--- config.mk ---
export PLATFORM = sky130hd
export DESIGN_NAME = mbr_guard
export DESIGN_NICKNAME = d
export VERILOG_FILES = /design/src/rtl/mbr_pkg.sv /design/src/rtl/mbr_classify.sv /design/src/rtl/mbr_entry_array.sv /design/src/rtl/mbr_guard.sv
export SDC_FILE = /design/constraint.sdc
export NUM_CORES = 1
export LEC_CHECK = 0
export BUFFER_PORTS_ARGS = -buffer_cell sky130_fd_sc_hd__buf_4
export CORE_AREA = 2 2 66 68
export CTS_BUF_LIST = sky130_fd_sc_hd__clkbuf_16
export CTS_CLUSTER_DIAMETER = 80
export DETAILED_ROUTE_END_ITERATION = 10
export DIE_AREA = 0 0 68 70
export PLACE_DENSITY = 0.81
export REMOVE_ABC_BUFFERS = 1
export SYNTH_ARGS = -nofsm -noshare
export SYNTH_HDL_FRONTEND = slang
export SYNTH_HIERARCHICAL = 1
export SYNTH_SLANG_ARGS = --single-unit
--- constraint.sdc ---
create_clock -name clk -period 7.6 [get_ports clk]
set_clock_uncertainty 0.15 [all_clocks]
set_input_delay 0.38 -clock clk [delete_from_list [all_inputs] [get_ports clk]]
set_output_delay 0.38 -clock clk [all_outputs]
set_load 0.02 [all_outputs]
--- src/rtl/mbr_pkg.sv ---
package mbr_pkg;

  // buffer state codes on buf_state_i (3 is treated as active)
  localparam logic [1:0] ST_DIS     = 2'd0;
  localparam logic [1:0] ST_DIS_LCK = 2'd1;

  typedef enum logic [1:0] {
    CLS_SAME_TYPE = 2'd0,
    CLS_DIR_ONLY  = 2'd1,
    CLS_SPLIT_MRG = 2'd2
  } rc_class_e;

  typedef enum logic [2:0] {
    RSN_OK    = 3'd0,
    RSN_STATE = 3'd1,
    RSN_NA    = 3'd2,
    RSN_PAIR  = 3'd3,
    RSN_PROTO = 3'd4
  } reason_e;

endpackage

--- src/rtl/mbr_classify.sv ---
module mbr_classify
  import mbr_pkg::*;
(
  input  logic       req_common_i,
  input  logic       proto_cfg_i,
  input  logic       idx_odd_i,
  input  logic       req_dir_i,
  input  logic       req_dbl_i,
  input  logic       cur_dir_i,
  input  logic       cur_dbl_i,
  input  logic [1:0] st_self_i,
  input  logic [1:0] st_lo_i,
  input  logic [1:0] st_hi_i,
  output logic       ok_o,
  output reason_e    reason_o,
  output logic       wr_en_o,
  output logic       wr_pair_o,
  output logic       wr_dir_o,
  output logic       wr_dbl_o
);

  rc_class_e cls;
  logic      pair_plain;
  logic      self_free;
  logic      is_merge;

  assign pair_plain = (st_lo_i == ST_DIS) && (st_hi_i == ST_DIS);
  assign self_free  = (st_self_i == ST_DIS) || (st_self_i == ST_DIS_LCK);
  assign is_merge   = !cur_dbl_i;

  always_comb begin
    if (req_dbl_i != cur_dbl_i)      cls = CLS_SPLIT_MRG;
    else if (req_dir_i != cur_dir_i) cls = CLS_DIR_ONLY;
    else                             cls = CLS_SAME_TYPE;
  end

  always_comb begin
    ok_o      = 1'b0;
    reason_o  = RSN_STATE;
    wr_en_o   = 1'b0;
    wr_pair_o = 1'b0;
    wr_dir_o  = req_dir_i;
    wr_dbl_o  = req_dbl_i;
    if (req_common_i) begin
      ok_o     = proto_cfg_i;
      reason_o = proto_cfg_i ? RSN_OK : RSN_PROTO;
    end else begin
      unique case (cls)
        CLS_SPLIT_MRG: begin
          if (is_merge && idx_odd_i) begin
            reason_o = RSN_PAIR;
          end else if (pair_plain) begin
            ok_o      = 1'b1;
            reason_o  = RSN_OK;
            wr_en_o   = 1'b1;
            wr_pair_o = 1'b1;
            wr_dir_o  = is_merge ? 1'b1 : req_dir_i;
          end
        end
        CLS_DIR_ONLY: begin
          if (cur_dbl_i) begin
            reason_o = RSN_NA;
          end else if (self_free) begin
            ok_o     = 1'b1;
            reason_o = RSN_OK;
            wr_en_o  = 1'b1;
          end
        end
        default: begin
          if (cur_dbl_i ? pair_plain : self_free) begin
            ok_o     = 1'b1;
            reason_o = RSN_OK;
          end
        end
      endcase
    end
  end

endmodule

--- src/rtl/mbr_entry_array.sv ---
module mbr_entry_array #(
  parameter  int NUM_BUF = 8,
  localparam int IDX_W   = $clog2(NUM_BUF)
) (
  input  logic               clk,
  input  logic               rst_n,
  input  logic               wr_en_i,
  input  logic               wr_pair_i,
  input  logic [IDX_W-1:0]   wr_idx_i,
  input  logic               wr_dir_i,
  input  logic               wr_dbl_i,
  output logic [NUM_BUF-1:0] dir_o,
  output logic [NUM_BUF-1:0] dbl_o
);

  logic [NUM_BUF-1:0] dir_q, dir_d;
  logic [NUM_BUF-1:0] dbl_q, dbl_d;
  logic [NUM_BUF-1:0] hit;

  for (genvar n = 0; n < NUM_BUF; n++) begin : g_ent
    localparam logic [IDX_W-1:0] N_IDX = IDX_W'(n);

    assign hit[n] = wr_en_i &&
                    (wr_pair_i ? (wr_idx_i[IDX_W-1:1] == N_IDX[IDX_W-1:1])
                               : (wr_idx_i == N_IDX));

    always_comb begin
      dir_d[n] = dir_q[n];
      dbl_d[n] = dbl_q[n];
      if (hit[n]) begin
        dir_d[n] = wr_dir_i;
        dbl_d[n] = wr_dbl_i;
      end
    end

    always_ff @(posedge clk or negedge rst_n) begin
      if (!rst_n) begin
        dir_q[n] <= 1'b0;
        dbl_q[n] <= 1'b0;
      end else if (hit[n]) begin
        dir_q[n] <= dir_d[n];
        dbl_q[n] <= dbl_d[n];
      end
    end

    assert_dbl_is_tx_R11 : assert property (@(posedge clk) disable iff (!rst_n)
      dbl_q[n] |-> dir_q[n]);

    if (n % 2 == 0) begin : g_pair
      assert_pair_type_R11 : assert property (@(posedge clk) disable iff (!rst_n)
        dbl_q[n] == dbl_q[n+1]);
    end
  end

  assign dir_o = dir_q;
  assign dbl_o = dbl_q;

endmodule

--- src/rtl/mbr_guard.sv ---
module mbr_guard
  import mbr_pkg::*;
#(
  parameter  int NUM_BUF = 8,
  parameter  int CFG_W   = 16,
  localparam int IDX_W   = $clog2(NUM_BUF)
) (
  input  logic                 clk,
  input  logic                 rst_n,
  input  logic                 proto_cfg_i,
  input  logic [2*NUM_BUF-1:0] buf_state_i,
  input  logic                 req_valid_i,
  input  logic                 req_common_i,
  input  logic [IDX_W-1:0]     req_idx_i,
  input  logic                 req_dir_i,
  input  logic                 req_dbl_i,
  input  logic [CFG_W-1:0]     req_cfg_i,
  output logic                 rsp_acc_o,
  output logic                 rsp_rej_o,
  output logic [2:0]           rsp_code_o,
  output logic [NUM_BUF-1:0]   buf_dir_o,
  output logic [NUM_BUF-1:0]   buf_dbl_o,
  output logic [CFG_W-1:0]     cfg_o
);

  logic [1:0]       st_a [NUM_BUF];
  logic [IDX_W-1:0] idx_lo, idx_hi;
  logic [1:0]       st_lo, st_hi;
  logic             cls_ok, cls_wr_en, cls_wr_pair, cls_wr_dir, cls_wr_dbl;
  reason_e          cls_reason;
  logic             arr_wr_en;

  logic             acc_q, acc_d, rej_q, rej_d;
  logic [2:0]       code_q, code_d;
  logic [CFG_W-1:0] cfg_q;
  logic             cfg_we;

  for (genvar n = 0; n < NUM_BUF; n++) begin : g_st
    assign st_a[n] = buf_state_i[2*n +: 2];
  end

  assign idx_lo = req_idx_i & ~IDX_W'(1);
  assign idx_hi = req_idx_i |  IDX_W'(1);
  assign st_lo  = st_a[idx_lo];
  assign st_hi  = st_a[idx_hi];

  mbr_classify u_cls (
    .req_common_i (req_common_i),
    .proto_cfg_i  (proto_cfg_i),
    .idx_odd_i    (req_idx_i[0]),
    .req_dir_i    (req_dir_i),
    .req_dbl_i    (req_dbl_i),
    .cur_dir_i    (buf_dir_o[req_idx_i]),
    .cur_dbl_i    (buf_dbl_o[req_idx_i]),
    .st_self_i    (st_a[req_idx_i]),
    .st_lo_i      (st_lo),
    .st_hi_i      (st_hi),
    .ok_o         (cls_ok),
    .reason_o     (cls_reason),
    .wr_en_o      (cls_wr_en),
    .wr_pair_o    (cls_wr_pair),
    .wr_dir_o     (cls_wr_dir),
    .wr_dbl_o     (cls_wr_dbl)
  );

  assign arr_wr_en = req_valid_i && cls_wr_en;

  mbr_entry_array #(.NUM_BUF(NUM_BUF)) u_arr (
    .clk       (clk),
    .rst_n     (rst_n),
    .wr_en_i   (arr_wr_en),
    .wr_pair_i (cls_wr_pair),
    .wr_idx_i  (req_idx_i),
    .wr_dir_i  (cls_wr_dir),
    .wr_dbl_i  (cls_wr_dbl),
    .dir_o     (buf_dir_o),
    .dbl_o     (buf_dbl_o)
  );

  // response next state
  always_comb begin
    acc_d  = req_valid_i &&  cls_ok;
    rej_d  = req_valid_i && !cls_ok;
    code_d = req_valid_i ? cls_reason : RSN_OK;
  end

  assign cfg_we = req_valid_i && req_common_i && cls_ok;

  always_ff @(posedge clk or negedge rst_n) begin
    if (!rst_n) begin
      acc_q  <= 1'b0;
      rej_q  <= 1'b0;
      code_q <= 3'd0;
    end else begin
      acc_q  <= acc_d;
      rej_q  <= rej_d;
      code_q <= code_d;
    end
  end

  always_ff @(posedge clk or negedge rst_n) begin
    if (!rst_n)      cfg_q <= '0;
    else if (cfg_we) cfg_q <= req_cfg_i;
  end

  assign rsp_acc_o  = acc_q;
  assign rsp_rej_o  = rej_q;
  assign rsp_code_o = code_q;
  assign cfg_o      = cfg_q;

  assert_one_rsp_R2 : assert property (@(posedge clk) disable iff (!rst_n)
    req_valid_i |=> (rsp_acc_o ^ rsp_rej_o));

  assert_idle_R2 : assert property (@(posedge clk) disable iff (!rst_n)
    !req_valid_i |=> !(rsp_acc_o || rsp_rej_o));

  assert_hold_on_reject_R10 : assert property (@(posedge clk) disable iff (!rst_n)
    rsp_rej_o |-> ($stable(buf_dir_o) && $stable(buf_dbl_o) && $stable(cfg_o)));

  assert_cfg_gate_R9 : assert property (@(posedge clk) disable iff (!rst_n)
    !$stable(cfg_o) |-> $past(req_valid_i && req_common_i && proto_cfg_i));

  assert_pair_plain_R6 : assert property (@(posedge clk) disable iff (!rst_n)
    (arr_wr_en && cls_wr_pair) |-> (st_lo == ST_DIS && st_hi == ST_DIS));

endmodule

# Word-level counts from Yosys, hierarchy flattened
# Index checks and enable logic that the tools add are counted.
[word_totals]
reg_bits = 37
input_bits = 42
elab_cells = 114
[classes]
n_lt_le_gt_ge = 4
eq_ne = 15
muxes = 49
bitwise_logic = 3
n_reduce_logical = 23
[op_table]
columns = ["operator", "count"]
rows = [
  ["2-to-1 mux 1 bit", 29],
  ["binary-select mux 2 bit (select 3 bit)", 3],
  ["logical AND 1 bit", 15],
  ["2-to-1 mux 3 bit", 5],
  ["2-to-1 mux 2 bit", 7],
  ["equality test 3 bit, second input constant", 4],
  [">= comparator 4 bit, second input constant", 3],
  ["inverter 3 -> 4 bit", 3],
  ["logical NOT 2 bit", 4],
  ["binary-select mux 1 bit (select 3 bit)", 2],
  ["equality test 2 x 1 -> 1 bit, second input constant", 3],
  ["equality test 2 bit, second input constant", 3],
  ["equality test 3 x 2 -> 1 bit, second input constant", 2],
  ["case mux 3 bit (2 select lines)", 1],
  ["< comparator 3 x 4 -> 1 bit, second input constant", 1],
  ["case mux 1 bit (2 select lines)", 2],
  ["equality test 3 x 1 -> 1 bit, second input constant", 1],
  ["logical NOT 3 bit", 1],
  ["logical NOT 1 bit", 2],
  ["!= test 1 bit", 2],
  ["logical OR 1 bit", 1],
]

# Depth between registers and ports, before layout
# Gate-level depths: netlist of run 1.
[depth]
word_depth = 12
mapped_depth = 11
depth_no_buf = 10

# Cells and area by module
# The synthesis of run 1 kept the hierarchy.
[by_module_without_submodules]
columns = ["mod", "n_inst", "cells_per_inst", "area_each_um2", "seq_area_each_um2"]
rows = [
  ["mbr_guard", 1, 64, 1133.6, 525.5],
  ["mbr_entry_array", 1, 44, 694.4, 400.4],
  ["mbr_classify", 1, 25, 172.7, 0.0],
]

# Least setup slack after synthesis of run 1
# Ideal clock, no wire load.
[synth_timing]
path_kind = "in2reg"
from = "in req_idx_i[1]"
to = "reg u_arr.dbl_q[1] (netlist: u_arr/dbl_o[1])"
arrival_ns = 2.890
required_ns = 7.325
setup_slack_ns = 4.435
path_stages = 10
path_cell_list = "buf_6 mux4_1 or4_4 nor3_1 o21bai_1 nor2_1 and2_1 nand2b_4 or3_4 mux2_4"
[synth_via]
elab_chain_len = 12
[synth_rtl]
columns = ["element", "line_no", "text"]
rows = [
  ["start: declaration", "mbr_guard.sv:14", "input logic [IDX_W-1:0] req_idx_i,"],
  ["inverter 3 -> 4 bit (not written as such)", "mbr_guard.sv:44", "assign st_lo = st_a[idx_lo];"],
  ["binary-select mux 2 bit (select 3 bit)", "mbr_guard.sv:44", ""],
  ["2-to-1 mux 2 bit (not written as such) (2 in a row)", "mbr_guard.sv:44", ""],
  ["via st_lo[1]", "mbr_guard.sv:28", "logic [1:0] st_lo, st_hi;"],
  ["logical NOT 2 bit", "mbr_classify.sv:27", "assign pair_plain = (st_lo_i == ST_DIS) && (st_hi_i == ST_DIS);"],
  ["logical AND 1 bit", "mbr_classify.sv:27", ""],
  ["2-to-1 mux 1 bit", "mbr_classify.sv:52", "end else if (pair_plain) begin"],
  ["2-to-1 mux 1 bit", "mbr_classify.sv:50", "if (is_merge && idx_odd_i) begin"],
  ["case mux 1 bit (2 select lines)", "mbr_classify.sv:48", "unique case (cls)"],
  ["2-to-1 mux 1 bit", "mbr_classify.sv:44", "if (req_common_i) begin"],
  ["via cls_wr_en", "mbr_guard.sv:29", "logic cls_ok, cls_wr_en, cls_wr_pair, cls_wr_dir, cls_wr_dbl;"],
  ["logical AND 1 bit", "mbr_guard.sv:66", "assign arr_wr_en = req_valid_i && cls_wr_en;"],
  ["via arr_wr_en", "mbr_guard.sv:31", "logic arr_wr_en;"],
  ["logical AND 1 bit", "mbr_entry_array.sv:23", "assign hit[n] = wr_en_i &&"],
  ["end signal: indexed assignment", "mbr_entry_array.sv:42", "dbl_q[n] <= dbl_d[n];"],
  ["end: declaration", "mbr_entry_array.sv:17", "logic [NUM_BUF-1:0] dbl_q, dbl_d;"],
]
# The timed path passes the listed nets, and every way through them passes these cells. The select of a mux whose other input is x is not followed.
# A chain may end at the register's enable or synchronous reset.

# Final worst setup path of run 1
[layout_timing]
from = "in req_idx_i[1]"
to = "reg u_arr.dir_q[6] (netlist: u_arr/dir_o[6])"
[layout_via]
elab_chain_len = 12
[layout_rtl]
columns = ["element", "line_no", "text"]
rows = [
  ["inverter 3 -> 4 bit (not written as such)", "mbr_guard.sv:44", ""],
  ["binary-select mux 2 bit (select 3 bit)", "mbr_guard.sv:44", ""],
  ["2-to-1 mux 2 bit (not written as such) (2 in a row)", "mbr_guard.sv:44", ""],
  ["via st_lo[1]", "mbr_guard.sv:28", ""],
  ["logical NOT 2 bit", "mbr_classify.sv:27", ""],
  ["logical AND 1 bit", "mbr_classify.sv:27", ""],
  ["2-to-1 mux 1 bit", "mbr_classify.sv:52", ""],
  ["2-to-1 mux 1 bit", "mbr_classify.sv:50", ""],
  ["case mux 1 bit (2 select lines)", "mbr_classify.sv:48", ""],
  ["2-to-1 mux 1 bit", "mbr_classify.sv:44", ""],
  ["via cls_wr_en", "mbr_guard.sv:29", ""],
  ["logical AND 1 bit", "mbr_guard.sv:66", ""],
  ["via arr_wr_en", "mbr_guard.sv:31", ""],
  ["logical AND 1 bit", "mbr_entry_array.sv:23", ""],
  ["end signal: indexed assignment", "mbr_entry_array.sv:41", "dir_q[n] <= dir_d[n];"],
  ["end: declaration", "mbr_entry_array.sv:16", "logic [NUM_BUF-1:0] dir_q, dir_d;"],
]
# The timed path passes the listed nets, and every way through them passes these cells. The select of a mux whose other input is x is not followed.

==> summary.txt, run 1 <==
Floorplanning
  • Die span in x: 68 µm
  • Die height: around 70 µm
  • Die Area: roughly 4800 µm²
  • Ports: roughly 80
  • Core Area: 4140 µm²
  • Initial Util: between 40 and 50%
  • Row count: 24

Global route
  • Number of global-route vias before repair: 1,456
  • GR Overflow Total: 0
  • GRT Resource Usage Total: 19.6%
  • Largest net degree at the start of global routing: 38
  • First-pass GRT wire length: 6.93 mm
  • Antenna violations before repair: 0

Critical path
  • Worst Setup SP: req_idx_i[1]
  • Setup Crit Path Kind: input port to flip-flop
  • Worst path arrival time: 3.23 ns
  • Worst R2R Start: u_arr/dir_o[1]
  • CP Max Fanout: 11
  • Crit path launch type: input port
  • Crit end category: flip-flop
  • Crit path required time: about 7.6 ns

Final layout
  • Area growth, synth to finish: 40.5%
  • Layout cells sized above 1: 62.1%
  • Multi-input gate area: 965 µm²
  • Non-filler instance count after layout: 263
  • Register area: 926 µm²
  • Leading cell type in the layout, fill and taps excluded: buf_4
  • Fin area: ~2700 µm²
  • Util after Layout: between 60% and 70%
  • Fill count: ~330
  • Most frequent cells in the layout: 78 x buf_4, 37 x dfrtp_1, 31 x mux2_2, 7 x mux4_1
  • N_diodes: 0
  • Total Nets Final: 252

Drt
  • Pre-Repair DR Iteration Count: 4
  • DR WL/cell: 16.9 µm
  • Vias: 1,415
  • Met3 wire length: 303 µm
  • Met2 WL post-DR: 2.18 mm
  • ANT nets after route: 0
  • Via-per-instance ratio: 5.38
  • DRC violations left: 0
  • Top sig layer: met4
  • DRT met1 WL: 1.92 mm
  • Initial DRC Count: between 70 and 80
  • Total Routed Length: around 4.5 mm

Synthesis
  • Avg Cell Area, Syn: between 10 and 15 µm²
  • Total number of yosys warnings: 6
  • Post-synthesis instance area: around 1900 µm²
  • Post-synthesis cell count: 130

Placement
  • Post-DP HPWL: 3.19 mm
  • RD Place Congestion: around 0.84
  • Post-Place Cells: 254
  • Port bufs: 78
  • Placed inst area: roughly 2500 µm²

Hold path
  • HP Start: req_cfg_i[11]
  • Hold Crit Class: input port to flip-flop

Clocking
  • Max H-tree Level: 2
  • CTS clk-pin slew, worst paths: ~0.060 ns
  • Post-CTS sizing: 0
  • Max Buffers Root-to-Sink: 2
  • CTS tree: built
  • Worst skew pair latency: 0.28 ns
  • Clock root cell: clkbuf_16
  • CTS buffer count: 5
  • Clock sink count: 37

Timing
  • Max Slew Vio Count: 0
  • Worst slew pin tran: 0.587 ns
  • Setup TNS: 0 ns
  • Highest clock rate: 310 MHz
  • Fin crit share: 42.4%
  • Finish-stage setup viols: 0
  • Hold Fails Final Rpt: 0
  • Fin crit period: 3.23 ns
  • Slew margin rel.: 60.5%
  • RSZ-0062 raised after global routing: false

Power and ir drop
  • PD cells: 268 nW/µm²
  • VDD IR-drop max: 179 µV
  • Leak pwr: 1.31 nW

Status
  • Outcome: completed

Run
  • Max-capacitance violation count: 0
==> routing by layer <==
| layer | vias to the layer above | global-route usage (%) |
|---|---|---|
| met5 | - | 0 |
| met4 | 0 | 6.67 |
| met3 | 5 | 5.15 |
| met2 | 50 | 30.9 |
| met1 | 706 | 26.0 |
| li1 | 654 | - |
==> path summary, 6_finish.rpt <==
path,depth (start not counted),slack [ns],endpoint
worst max-delay path,10,4.37,u_arr/dir_o[6]
worst min-delay path,2,0.18,cfg_o[11]
worst max register to register,8,4.40,cfg_o[2]
worst min register to register,1,0.36,cfg_o[12]
max in group asynchronous,2,6.51,u_arr/dir_o[5]
min in group asynchronous,2,0.46,cfg_o[13]
==> power breakdown <==
group	switching, mW	leakage [nW]	internal (mW)
Sequential	0.0269	0.471	0.238
Combinational	0.113	0.763	0.122
Clock	0.0752	0.0775	0.153
Total	0.216	1.31	0.513
==> final cells by class <==
class                           instances  share of cell area (%)
Inverter                                1                   0.138
Clock inverter                          3                    1.52
Sequential cell                        37                    34.0
Timing Repair Buffer                   79                    21.9
Tap cell                               52                    2.39
Multi-Input combinational cell         86                    35.4
Clock buffer                            5                    4.60
==> stage by stage <==
stage          hold slack [ns]  setup slack [ns]  power (mW)
2_1_floorplan          -0.0656              4.58       0.394
3_3_place_gp             0.211              4.22       0.498
3_5_place_dp             0.215              4.09       0.503
4_1_cts                  0.177              4.37       0.736
5_1_grt                  0.177              4.18       0.762
6_report                 0.180              4.37       0.729
==> critical path: stages <==
cell      delay, ns
buf_4          0.17
mux4_1         0.57
or4_4          0.58
nor3_1         0.23
o21bai_1       0.13
nor2_1         0.08
and2_1         0.22
nand2_1        0.11
nor3b_1        0.37
mux2_2         0.39
==> sequential cells by signal (all words and copies together), names as in the netlist <==
| register | flops |
|---|---|
| rsp_acc_o | 1 |
| rsp_rej_o | 1 |
| u_arr/dir_o | 8 |
| rsp_code_o | 3 |
| cfg_o | 16 |
| u_arr/dbl_o | 8 |
==> timing repair <==
item	4_1_cts	5_1_grt
hold buffers	1	0
setup buffers	0	0
hold endpoints to repair	37	0
(Power assumes the default switching activity.)
==> run 2, diff against run 1 <==
--- a/config.mk
+++ b/config.mk
@@ -6,12 +6,12 @@
 export NUM_CORES = 1
 export LEC_CHECK = 0
 export BUFFER_PORTS_ARGS = -buffer_cell sky130_fd_sc_hd__buf_4
-export CORE_AREA = 2 2 66 68
+export CORE_AREA = 2 2 71 73
 export CTS_BUF_LIST = sky130_fd_sc_hd__clkbuf_16
 export CTS_CLUSTER_DIAMETER = 80
 export DETAILED_ROUTE_END_ITERATION = 10
-export DIE_AREA = 0 0 68 70
-export PLACE_DENSITY = 0.81
+export DIE_AREA = 0 0 73 75
+export PLACE_DENSITY = 0.74
 export REMOVE_ABC_BUFFERS = 1
 export SYNTH_ARGS = -nofsm -noshare
 export SYNTH_HDL_FRONTEND = slang
==> constraint.sdc (replaced) <==
create_clock -name clk -period 2.6 [get_ports clk]
set_clock_uncertainty 0.15 [all_clocks]
set_input_delay 0.13 -clock clk [delete_from_list [all_inputs] [get_ports clk]]
set_output_delay 0.13 -clock clk [all_outputs]
set_load 0.02 [all_outputs]
==> run 2 against run 1 <==
The flow now finishes with violations (negative setup slack); first-iteration DRC count down 11%; via count up 23%; clock power rose to 2.5 times the previous value; die area up 15%; largest cell class is now buffers; largest power group is now combinational logic.
==> summary.txt, run 2 (synthesis gave the netlist of run 1 again) <==
Timing
  • Hold Fails Final Rpt: 0
  • Fin crit share: 117%
  • Worst slew pin tran: 0.476 ns
  • Worst setup margin: -0.431 ns
  • Fin crit period: 3.03 ns
  • Max Slew Vio Count: 0
  • Slew margin rel.: 68.2%
  • RSZ-0062 raised after global routing: true
  • Highest clock rate: 330 MHz
  • Finish-stage setup viols: 34

Power and ir drop
  • VDD IR-drop max: 424 µV
  • Leak pwr: 1.68 nW
  • Clock power share: 24.8%
  • Tot Pwr: 2.33 mW
  • Sequential share of power: between 30% and 40%
  • PD cells: 681 nW/µm²
  • Comb pwr share: 42.3%
  • Sw frac: a little under a third
  • Cell Int Power: 1.59 mW
  • Psw: 741 µW

Drt
  • Vias: 1,740
  • DR WL/cell: approximately 19 µm
  • Initial DRC Count: 63
  • Pre-Repair DR Iteration Count: 4
  • Total Routed Length: 6.31 mm
  • DRC violations left: 0
  • ANT nets after route: 0
  • Via-per-instance ratio: 5.27

Critical path
  • Crit path required time: 2.61 ns
  • Crit end category: flip-flop
  • Reg-to-reg endpoint: cfg_o[15]
  • Flop2flop setup slack: -0.43 ns
  • Worst R2R Start: u_arr/dir_o[4]
  • Setup Crit Path Kind: flip-flop to flip-flop
  • Worst path arrival time: 3.04 ns
  • CP Max Fanout: 6
  • Reg2reg path depth: 10
  • Crit path launch type: flip-flop

Clocking
  • Max Buffers Root-to-Sink: 2
  • Max H-tree Level: 2
  • CTS clk-pin slew, worst paths: 0.06 ns
  • Clock root cell: clkbuf_16
  • CTS buffer count: 5
  • Worst skew pair latency: roughly 0.27 ns
  • CTS tree: built
  • Clock sink count: 37

Final layout
  • Most frequent cells in the layout: 122 x buf_4, 37 x dfrtp_1, 23 x mux2_2, 18 x dlygate4sd3_1, 12 x mux2_4
  • Total Nets Final: between 300 and 400
  • Multi-input gate area: 1120 µm²
  • Max FFs per register: 16
  • Non-filler instance count after layout: 330
  • Leading cell type in the layout, fill and taps excluded: buf_4
  • N_diodes: 0
  • Register area: 926 µm²
  • Util after Layout: 73.4%
  • Fill count: 314
  • Fin area: 3420 µm²
  • Area growth, synth to finish: 76.7%
  • Layout cells sized above 1: between 70% and 80%

Global route
  • First-pass GRT wire length: 8.78 mm
  • Largest net degree at the start of global routing: 38
  • GR Overflow Total: 0
  • Number of global-route vias before repair: 1,766
  • GRT Resource Usage Total: 21.6%
  • Antenna violations before repair: 0

Placement
  • Post-place setup slack: -0.518 ns
  • Port bufs: 78
  • Placed inst area: 2870 µm²
  • RD Place Congestion: around 0.82
  • Post-Place Cells: 297
  • Post-DP HPWL: 3.84 mm

Floorplanning
  • Die span in x: 73 µm
  • Die height: 75 µm
  • Row count: 25
  • Ports: 79
  • Core Area: 4660 µm²
  • Die Area: 5480 µm²
  • Initial Util: between 40% and 50%

Hold path
  • Hold Crit Class: input port to flip-flop
  • HP Start: proto_cfg_i
  • Min-Delay Endpoint: rsp_code_o[2]
  • Hold path depth: 3

Status
  • Outcome: finished with violations
  • Failing checks: negative setup slack

Run
  • Max-capacitance violation count: 0
==> run 2: per-stage QoR <==
step,hold WS [ns],TNS [ns]
2_1_floorplan,-0.316,-9.73
3_3_place_gp,-0.0358,-11.88
3_5_place_dp,-0.0316,-14.51
4_1_cts,0.00241,-9.05
5_1_grt,0.0199,-14.23
6_report,0.0175,-11.69
==> run 2: power groups by stage <==
stage                     combinational (mW)  clock, mW  sequential, mW
after global placement                 0.837          0           0.761
after floorplan                        0.235          0           0.916
after detailed placement               0.852          0           0.767
after global routing                    1.04      0.615           0.779
after CTS                              0.903      0.589           0.760
final                                  0.985      0.577           0.769
==> run 2: final cells by class <==
type / instances / area share [%]
Tap cell: 54 / 1.97
Timing Repair Buffer: 144 / 34.0
Sequential cell: 37 / 27.0
Clock buffer: 5 / 3.65
Inverter: 1 / 0.110
Clock inverter: 3 / 0.512
Multi-Input combinational cell: 86 / 32.7
==> run 2: worst max path at each step <==
stage	depth (start not counted)	start	slack (ns)	to
6_report	10	u_arr/dir_o[4]	-0.43	cfg_o[15]
4_1_cts	10	u_arr/dir_o[4]	-0.31	u_arr/dbl_o[1]
2_1_floorplan	8	u_arr/dir_o[1]	-0.34	cfg_o[0]
3_5_place_dp	10	req_idx_i[1]	-0.52	u_arr/dbl_o[6]
3_3_place_gp	11	req_idx_i[1]	-0.45	u_arr/dbl_o[4]
5_1_grt	10	u_arr/dir_o[4]	-0.50	cfg_o[15]
==> run 2: repair_timing <==
action | CTS | global route
endpoints found under the hold margin | 58 | 0
setup endpoints to repair | 34 | 34
pin swaps | 4 | 11
resized for setup | 12 | 21
cloned | 0 | 1
setup buffers | 3 | 3
hold buffers | 18 | 0
==> run 2: critical path, cell delays in order (launching register included) <==
cell and delay (ns):
dfrtp_1 0.41, mux4_2 0.48, mux2_4 0.30, buf_4 0.16
xor2_4 0.22, nor4_2 0.06, a311oi_2 0.34, o22ai_2 0.17
nand3_4 0.13, clkbuf_16 0.16, mux2_2 0.34
==> run 2: routing by layer <==
metal  track usage [%]  wire length (µm)
met1              26.7              2500
met2              37.7              3410
met3              4.02               280
met4              8.44               116
met5                 0                 0
==> run 3, diff against run 2 <==
--- a/config.mk
+++ b/config.mk
@@ -6,12 +6,12 @@
 export NUM_CORES = 1
 export LEC_CHECK = 0
 export BUFFER_PORTS_ARGS = -buffer_cell sky130_fd_sc_hd__buf_4
-export CORE_AREA = 2 2 71 73
+export CORE_AREA = 2 2 68 70
 export CTS_BUF_LIST = sky130_fd_sc_hd__clkbuf_16
 export CTS_CLUSTER_DIAMETER = 80
 export DETAILED_ROUTE_END_ITERATION = 10
-export DIE_AREA = 0 0 73 75
-export PLACE_DENSITY = 0.74
+export DIE_AREA = 0 0 70 72
+export PLACE_DENSITY = 0.77
 export REMOVE_ABC_BUFFERS = 1
 export SYNTH_ARGS = -nofsm -noshare
 export SYNTH_HDL_FRONTEND = slang
==> constraint.sdc (replaced) <==
create_clock -name clk -period 3.2 [get_ports clk]
set_clock_uncertainty 0.15 [all_clocks]
set_input_delay 0.16 -clock clk [delete_from_list [all_inputs] [get_ports clk]]
set_output_delay 0.16 -clock clk [all_outputs]
set_load 0.02 [all_outputs]
==> run 3 against run 2 <==
Largest cell class is now multi-input gates; the run now ends clean; via count shrank 12%; clock power down 21%; final area shrank 15%; count of clock-buffer cells in the layout is the same; utilization fell by 5.6 points; wire length shrank 24%; highest routed layer unchanged.
==> summary.txt, run 3 (synthesis gave the netlist of run 1 again) <==
Status
  • Outcome: completed

Placement
  • RD Place Congestion: 0.733
  • Post-DP HPWL: 3.41 mm
  • Placed inst area: 2550 µm²
  • Post-place setup slack: -0.102 ns
  • Port bufs: 78

Floorplanning
  • Die Area: 5040 µm²
  • Die height: 72 µm
  • Initial Util: 45.4%
  • Die span in x: ~70 µm
  • Ports: between 70 and 80
  • Core Area: 4260 µm²
  • Row count: 24

Timing
  • Slew margin rel.: a little over two thirds
  • Fin crit share: 97.8%
  • Setup TNS: 0 ns
  • Fin crit period: 3.13 ns
  • Hold_ws: 0.0449 ns
  • Hold Fails Final Rpt: 0
  • Highest clock rate: about 320 MHz
  • Worst slew pin tran: between 0.4 and 0.5 ns
  • Finish-stage setup viols: 0
  • Worst setup margin: 0.0691 ns
  • Max Slew Vio Count: 0

Clocking
  • Worst skew pair latency: 0.28 ns
  • Max H-tree Level: 2
  • Max Buffers Root-to-Sink: 2
  • CTS clk-pin slew, worst paths: 0.05 ns
  • CTS buffer count: 5
  • CTS tree: built
  • Clock root cell: clkbuf_16
  • Clock sink count: 37

Critical path
  • Crit path required time: 3.21 ns
  • Worst path arrival time: 3.14 ns
  • Crit path launch type: flip-flop
  • Setup Crit Path Kind: flip-flop to flip-flop
  • Crit end category: flip-flop
  • CP Max Fanout: 4

Hold path
  • Hold Crit Class: input port to flip-flop

Global route
  • First-pass GRT wire length: 7.67 mm
  • GR Overflow Total: 0
  • Antenna violations before repair: 0
  • Largest net degree at the start of global routing: 38
  • GRT Resource Usage Total: about 19%
  • Number of global-route vias before repair: 1,655

Power and ir drop
  • PD cells: between 500 and 600 nW/µm²
  • VDD IR-drop max: 400 µV
  • Leak pwr: 1.38 nW

Drt
  • Pre-Repair DR Iteration Count: 4
  • DR WL/cell: 17.0 µm
  • ANT nets after route: 0
  • Via-per-instance ratio: 5.42
  • Vias: roughly 1,500
  • DRC violations left: 0
  • Total Routed Length: around 4.8 mm
  • Initial DRC Count: 61

Run
  • Max-capacitance violation count: 0

Final layout
  • Layout cells sized above 1: 59.0%
  • N_diodes: 0
  • Total Nets Final: 270
  • Max FFs per register: 16
  • Fin area: 2890 µm²
  • Area growth, synth to finish: 49.4%
  • Most frequent cells in the layout: 79 x buf_4, 37 x dfrtp_1, 31 x mux2_2, 18 x dlygate4sd3_1, 7 x mux4_1
  • Leading cell type in the layout, fill and taps excluded: buf_4
  • Util after Layout: 67.8%
==> run 3: layer usage <==
metal  vias to the layer above  routed length [µm]  global-route usage, %
met4                         0                  96                   8.76
met2                        60                2620                   36.6
met1                       756                1800                   20.5
met5                         -                   0                      0
li1                        697                   -                      -
met3                        11                 260                   5.00
==> run 3: worst paths after layout <==
| kind | depth (start not counted) | start | to | slack (ns) |
|---|---|---|---|---|
| worst max register to register | 10 | u_arr/dir_o[1] | u_arr/dir_o[5] | 0.07 |
| worst min-delay path | 3 | proto_cfg_i | rsp_code_o[2] | 0.04 |
| min in group asynchronous | 2 | rst_n | u_arr/dir_o[7] | 0.22 |
| worst min register to register | 1 | cfg_o[5] | cfg_o[5] | 0.36 |
| worst max-delay path | 10 | u_arr/dir_o[1] | u_arr/dir_o[5] | 0.07 |
| max in group asynchronous | 2 | rst_n | cfg_o[5] | 2.36 |
==> run 3: repair_timing <==
action,4_1_cts,5_1_grt
gates resized for setup,0,3
hold buffers,18,0
buffers inserted,0,0
hold endpoints to repair,54,0
endpoints found under the setup margin,0,18
==> run 3: final cells by class <==
cell class                 instances  area [µm²]
clock buffer                       5         125
inverter                           1        3.75
sequential                        37         926
tap                               52        65.1
clock inverter                     3        17.5
timing repair buffer              97         773
fill                             322        1370
multi-input combinational         86         982
==> run 3: worst max-delay path, cell delays in order (launching register included) <==
cell and delay [ns]:
dfrtp_1 0.41, mux4_1 0.50, mux2_2 0.30, xnor2_1 0.13
o31ai_1 0.25, a21oi_1 0.13, nor2_1 0.12, and2_1 0.23
nand2b_4 0.08, nor3b_1 0.32, mux2_2 0.38
==> run 3: power breakdown <==
group	internal [mW]	total [mW]	switching (mW)
Combinational	0.304	0.586	0.282
Sequential	0.566	0.630	0.0646
Clock	0.284	0.453	0.169
Total	1.15	1.67	0.515
==> run 3: through the flow <==
stage	power (mW)	cells
2_1_floorplan	0.935	124
3_3_place_gp	1.18	255
3_5_place_dp	1.20	255
4_1_cts	1.68	281
5_1_grt	1.75	281
6_report	1.67	281
